`src/rtl/pwr_guard_pkg.sv`:
```
package pwr_guard_pkg;
  typedef enum logic [1:0] {
    PG_NORMAL  = 2'd0,
    PG_PROTECT = 2'd1,
    PG_BATTERY = 2'd2,
    PG_RECOVER = 2'd3
  } pg_state_t;
endpackage

```
`src/rtl/pwr_guard_sync.sv`:
```
module pwr_guard_sync #(
  parameter int W = 2,
  parameter logic [W-1:0] RST_VAL = '0
) (
  input  logic         clk,
  input  logic         rst,
  input  logic [W-1:0] d_async,
  output logic [W-1:0] d_sync
);
  logic [W-1:0] meta_q;
  logic [W-1:0] sync_q;

  always_ff @(posedge clk) begin
    if (rst) begin
      meta_q <= RST_VAL;
      sync_q <= RST_VAL;
    end else begin
      meta_q <= d_async;
      sync_q <= meta_q;
    end
  end

  assign d_sync = sync_q;
endmodule

```
`src/rtl/pwr_guard_timer.sv`:
```
module pwr_guard_timer #(
  parameter int REC_CYCLES = 16
) (
  input  logic clk,
  input  logic rst,
  input  logic run,
  output logic done
);
  localparam int CW = (REC_CYCLES > 1) ? $clog2(REC_CYCLES) : 1;
  localparam logic [CW-1:0] LOAD = CW'(REC_CYCLES - 1);

  logic [CW-1:0] cnt_q;

  always_ff @(posedge clk) begin
    if (rst || !run) cnt_q <= LOAD;
    else if (cnt_q != '0) cnt_q <= cnt_q - 1'b1;
  end

  assign done = (cnt_q == '0);

  assert_cnt_bound_R5: assert property (@(posedge clk) disable iff (rst)
    cnt_q <= LOAD);
  assert_hold_reload_R6: assert property (@(posedge clk) disable iff (rst)
    !run |=> (cnt_q == LOAD));
endmodule

```
`src/rtl/pwr_guard_fsm.sv`:
```
module pwr_guard_fsm
  import pwr_guard_pkg::*;
(
  input  logic      clk,
  input  logic      rst,
  input  logic      pf_s,
  input  logic      sw_s,
  input  logic      tmr_done,
  output pg_state_t st,
  output logic      wr_protect,
  output logic      bat_sel,
  output logic      low_pwr
);
  pg_state_t nxt;

  always_comb begin
    nxt = st;
    unique case (st)
      PG_NORMAL: begin
        if (sw_s)      nxt = PG_BATTERY;
        else if (pf_s) nxt = PG_PROTECT;
      end
      PG_PROTECT: begin
        if (sw_s)       nxt = PG_BATTERY;
        else if (!pf_s) nxt = PG_RECOVER;
      end
      PG_BATTERY: begin
        if (!sw_s) nxt = PG_PROTECT;
      end
      PG_RECOVER: begin
        if (sw_s)          nxt = PG_BATTERY;
        else if (pf_s)     nxt = PG_PROTECT;
        else if (tmr_done) nxt = PG_NORMAL;
      end
      default: nxt = PG_PROTECT;
    endcase
  end

  always_ff @(posedge clk) begin
    if (rst) begin
      st         <= PG_PROTECT;
      wr_protect <= 1'b1;
      bat_sel    <= 1'b0;
      low_pwr    <= 1'b0;
    end else begin
      st         <= nxt;
      wr_protect <= (nxt != PG_NORMAL);
      bat_sel    <= (nxt == PG_BATTERY);
      low_pwr    <= (nxt == PG_BATTERY);
    end
  end

  assert_pf_protects_R2: assert property (@(posedge clk) disable iff (rst)
    pf_s |=> wr_protect);
  assert_sw_selects_bat_R3: assert property (@(posedge clk) disable iff (rst)
    sw_s |=> (bat_sel && low_pwr));
  assert_bat_exit_keeps_wp_R4: assert property (@(posedge clk) disable iff (rst)
    $fell(bat_sel) |-> wr_protect);
  assert_release_after_recover_R5: assert property (@(posedge clk) disable iff (rst)
    $fell(wr_protect) |-> ($past(st) == PG_RECOVER && $past(tmr_done)));
  assert_bat_implies_wp_R7: assert property (@(posedge clk) disable iff (rst)
    (bat_sel == low_pwr) && (!bat_sel || wr_protect));
endmodule

```
`src/rtl/pwr_guard.sv`:
```
module pwr_guard
  import pwr_guard_pkg::*;
#(
  parameter int REC_CYCLES = 16
) (
  input  logic clk,
  input  logic rst,
  input  logic vlow_pf,
  input  logic vlow_sw,
  output logic wr_protect,
  output logic bat_sel,
  output logic low_pwr
);
  logic [1:0] flags_s;
  logic       tmr_done;
  pg_state_t  st;

  // Bit 0 (power-fail) resets asserted so the machine holds PROTECT;
  // bit 1 (switchover) resets clear so the battery is not picked at reset.
  pwr_guard_sync #(.W(2), .RST_VAL(2'b01)) u_sync (
    .clk     (clk),
    .rst     (rst),
    .d_async ({vlow_sw, vlow_pf}),
    .d_sync  (flags_s)
  );

  pwr_guard_timer #(.REC_CYCLES(REC_CYCLES)) u_timer (
    .clk  (clk),
    .rst  (rst),
    .run  (st == PG_RECOVER),
    .done (tmr_done)
  );

  pwr_guard_fsm u_fsm (
    .clk        (clk),
    .rst        (rst),
    .pf_s       (flags_s[0]),
    .sw_s       (flags_s[1]),
    .tmr_done   (tmr_done),
    .st         (st),
    .wr_protect (wr_protect),
    .bat_sel    (bat_sel),
    .low_pwr    (low_pwr)
  );
endmodule

```
`config.mk`:
```
export PLATFORM = sky130hd
export DESIGN_NAME = pwr_guard
export DESIGN_NICKNAME = d
export VERILOG_FILES = /design/src/rtl/pwr_guard_pkg.sv /design/src/rtl/pwr_guard_sync.sv /design/src/rtl/pwr_guard_timer.sv /design/src/rtl/pwr_guard_fsm.sv /design/src/rtl/pwr_guard.sv
export SDC_FILE = /design/constraint.sdc
export NUM_CORES = 1
export LEC_CHECK = 0
export CELL_PAD_IN_SITES_DETAIL_PLACEMENT = 1
export CELL_PAD_IN_SITES_GLOBAL_PLACEMENT = 1
export CORE_MARGIN = 4
export CORE_UTILIZATION = 25
export CTS_BUF_LIST = sky130_fd_sc_hd__clkbuf_2 sky130_fd_sc_hd__clkbuf_4 sky130_fd_sc_hd__clkbuf_8
export DETAILED_ROUTE_END_ITERATION = 16
export MAX_ROUTING_LAYER = met4
export PLACE_DENSITY_LB_ADDON = 0.1
export RECOVER_POWER = 50
export SYNTH_ARGS = -nofsm -noshare
export SYNTH_HDL_FRONTEND = slang
export SYNTH_SLANG_ARGS = --single-unit
```
`constraint.sdc`:
```
create_clock -name clk -period 1.5 [get_ports clk]
set_clock_uncertainty 0.2 [all_clocks]
set_input_delay 0.225 -clock clk [delete_from_list [all_inputs] [get_ports clk]]
set_output_delay 0.225 -clock clk [all_outputs]
set_load 0.01 [all_outputs]
```
-- Word-level counts from Yosys, hierarchy flattened
Cells that the tools add are included.
- input bits: 4
- register bits after elaboration: 12
- output and inout bits: 3
- $add $sub $neg: 1
- reductions and logical operators: 6
- equal/unequal tests: 4
- muxes and demuxes: 9
- operators with widths (kind ; number):
    two-way mux 2 bit ; 8
    case mux 2 bit (4 select lines) ; 1
    == test 2 bit, second input constant ; 3
    logical NOT 4 bit ; 1
    nonzero test 4 bit ; 1
    subtractor 4 x 1 -> 4 bit, second input constant ; 1
    == test 2 x 1 -> 1 bit, second input constant ; 1
    logical NOT 2 bit ; 1
    nonzero test 2 bit ; 1
    logical NOT 1 bit ; 1
    logical OR 1 bit ; 1

-- Logic depth before layout (Yosys ltp)
- depth in word-level cells: 6
- gate-level depth with buffers: 5
- mapped depth without buffers: 5

-- By module
From an unflattened synthesis, not the netlist that was laid out.
- cells, all modules: 46
- area total of the unflattened synthesis: 470.5 um2
- by module, submodules not included (module ; times used ; area each (um2) ; cells each):
    pwr_guard_timer ; 1 ; 212.7 ; 21
    pwr_guard_fsm ; 1 ; 146.4 ; 16
    pwr_guard_sync ; 1 ; 105.1 ; 8
    pwr_guard ; 1 ; 6.3 ; 1

-- Least setup slack after synthesis
OpenSTA, ideal clock, no wires.
- path type: register to register
- start: register u_timer.cnt_q[0]
- end: register u_timer.cnt_q[1]
- setup time: 59 ps
- path buffers: 0
- required time: 1241 ps
- path slack: 57 ps
- period minus slack after synthesis: 1443 ps
- cell stages (with the launch flop): 6
- arrival time: 1184 ps
- cell sequence: dfxtp_1 -> inv_1 -> ha_1 -> nor3b_4 -> mux2_1 -> nand2_1
- word-level cells in the longest chain between the ends: 1
- ends and longest elaborated chain (element ; RTL line ; source):
    start: declaration ; pwr_guard_timer.sv:12 ; logic [CW-1:0] cnt_q;
    start signal: assignment ; pwr_guard_timer.sv:16 ; else if (cnt_q != '0) cnt_q <= cnt_q - 1'b1;
    subtractor 4 x 1 -> 4 bit or nonzero test 4 bit (tied branches) ; pwr_guard_timer.sv:16 ;
Parallel ways exist; a longest one is shown, timed or not.
A chain may end at the register's enable or synchronous reset.

-- Worst setup path in the final report
- start: register u_timer.cnt_q[1]
- end: register u_timer.cnt_q[1]
Same word-level chain as after synthesis.

==> impl_metrics.json <==
{
  "period_needed_ns": 1.45,
  "num_vias": 331,
  "cp-startpoint": "u_timer.cnt_q[1]",
  "drc_errors": 0,
  "p_per_area_nw_per_um2": 980,
  "synthXorXnorAreaFrac_pct": 1.90,
  "synth_edf_count": 0,
  "tightest_slew_ns": 0.266,
  "clock.fmax_mhz": 689,
  "reg2reg_from": "u_timer.cnt_q[1]",
  "synthFlopType": "dfxtp_1",
  "yosys.area_share.simple_pct": 22.6,
  "detail-route-antenna-nets": 0,
  "die_height_um": 50.9,
  "initial_core_util_pct": 26.7,
  "wl_per_cell_um": 9.82,
  "coreArea_sq_um": 1730,
  "syn_area_sq_um": 460,
  "syn_area_per_cell_sq_um": 10.0,
  "status": "finished, final reports clean",
  "maxSlewViolCount": 0,
  "rsz0062_at_grt": "yes",
  "drive_above_1_share_pct": 35.6,
  "num_rows": 15,
  "synth_cell_types": 22,
  "place_ws_ns": -0.0207,
  "yosysWarnings": 0,
  "antenna_cells": 0,
  "crit_path_end_kind": "register",
  "r2r_cells": 5,
  "clk_path_buf_depth": 2,
  "grt_pass1_wl_um": 1440,
  "min_period_over_period_pct": 96.8,
  "setup_ws_ns": 0.0479,
  "grt_usage_pct": 7.90,
  "cts_tree": "done",
  "dieArea_sq_um": 2590,
  "drtIter0Drc": 6,
  "clkSinkCount": 12,
  "layout_common_cells": "10 x dfxtp_1, 5 x nand2_1, 5 x buf_4, 4 x nor2_1",
  "cts_buffers": 3,
  "io_pins": 7,
  "arrival_ns": 1.46,
  "synth.area.mux_share_pct": 4.62,
  "first_pass_iters": 3,
  "worstPathMaxFanout": 4,
  "hold_viol": 0,
  "synth_compound_area_share_pct": 10.3,
  "dp_hpwl_um": 630,
  "dieWidth_um": 50.9,
  "cts_htree_levels": 1,
  "holdWs_ns": 0.221,
  "critPathLaunchType": "register",
  "io_buffers": 6,
  "antenna_found_initial": 0,
  "power_uw": 617,
  "place.gp.congestion": 0.723,
  "regArea_sq_um": 243,
  "ys_ff_latch": 12,
  "multiInputGateArea_sq_um": 210,
  "slew_headroom_pct": 82.3,
  "synthTopCellsByArea": "dfxtp_1 52%, nand2_1 4.1%, nor3b_4 4.1%, inv_1 3.3%, nor2_1 3.3%",
  "cts_hold_buf": 0,
  "grt_max_degree": 9,
  "synth_cells": 46,
  "hold_path.class": "register to register",
  "nets": 65,
  "synth_top_area_share_pct": 52.2,
  "min_path_cells": 1,
  "ir_drop_mv": 0.507,
  "overflow": 0,
  "final_common_cell": "dfxtp_1",
  "synth-async-reset-ratio_pct": 0,
  "synth_top_family_by_area": "simple AND/OR/NAND/NOR gates",
  "synthAdderAreaFrac_pct": 2.72,
  "power.leakage_uw": 0.000281,
  "fillers": 205,
  "cts-root-buf": "clkbuf_4",
  "critPathRequiredTime_ns": 1.51,
  "area_delta_synth_final_pct": 36.7,
  "clock_insertion_delay_worst_skew_ns": 0.26,
  "critical_path_class": "register to register",
  "path_clk_slew_ns": 0.08,
  "maxCapViolations": 0,
  "holdCritStartpoint": "u_sync.meta_q[0]",
  "postRouteWirelength_um": 825,
  "ys_seq_area_share_pct": 52.2,
  "routed_via_density": 3.94,
  "syn_nets": 51,
  "yosysTopAreaCell": "dfxtp_1",
  "grt_pass1_vias": 342,
  "setup_viol": 0
}
==> report_power, final <==
part	switching, uW	internal, uW
sequential	4.40	327
combinational	12.8	18.9
clock	107	147
==> synthesized netlist by cell type (2+ instances only) <==
| master | instances |
|---|---|
| dfxtp_1 | 12 |
| inv_1 | 4 |
| nor2b_1 | 2 |
| nor2_1 | 4 |
| nor3_1 | 2 |
| or2_2 | 2 |
| nand2_1 | 5 |
==> layer usage <==
layer	part of all wire [%]	GRT usage (%)
met5	0	-
met4	1.1	6.73
met3	3.6	1.75
met2	46	11.8
met1	50	8.88
==> stage by stage <==
stage	cells	area (sq um)	TNS, ns	util [%]
floorplan	46	460	0	-
global placement	77	556	0	32.2
detailed placement	77	556	-0.0398	32.2
CTS	82	614	0	35.6
global route	84	629	-0.0336	36.4
finish	84	629	0	36.4
==> cells by family after synthesis <==
| kind of cell | Yosys count |
|---|---|
| DFF | 12 |
| adders and majority gates | 1 |
| and+or+nand+nor | 18 |
| buffers and inverters | 6 |
| muxes | 2 |
| xor gates and xnor gates | 1 |
| AOI/OAI and AO/OA | 6 |
==> timing repair <==
item / CTS / global route
gates resized for setup: 10 / 1
endpoints found under the hold margin: 0 / 0
setup buffers: 1 / 2
pin swaps: 1 / 0
endpoints found under the setup margin: 4 / 2
==> flip-flops by register name, summed over array words and instances (netlist names) <==
| name | count |
|---|---|
| u_timer.cnt_q | 4 |
| u_sync.meta_q | 2 |
| u_sync.d_sync | 2 |
| u_fsm.wr_protect | 1 |
| u_fsm.bat_sel | 1 |
| u_fsm.st | 2 |
==> worst paths after layout <==
check	to	slack (ns)
setup / recovery	u_timer.cnt_q[1]	0.05
hold / removal	u_sync.d_sync[0]	0.22
setup reg to reg	u_timer.cnt_q[1]	0.05
hold reg to reg	u_sync.d_sync[0]	0.22
==> critical path, stage by stage, from the launching register on <==
cell and delay, ns:
dfxtp_2 0.33, inv_2 0.07, ha_4 0.13, nor3b_4 0.27
mux2_4 0.33, nand2_1 0.06
==> final cells by class <==
type | instances | area share (%)
Inverter | 4 | 2.39
Multi-Input combinational cell | 28 | 33.4
Sequential cell | 12 | 38.6
Timing Repair Buffer | 11 | 14.9
Clock buffer | 4 | 5.77
Tap cell | 25 | 4.97
(Power assumes the default switching activity.)
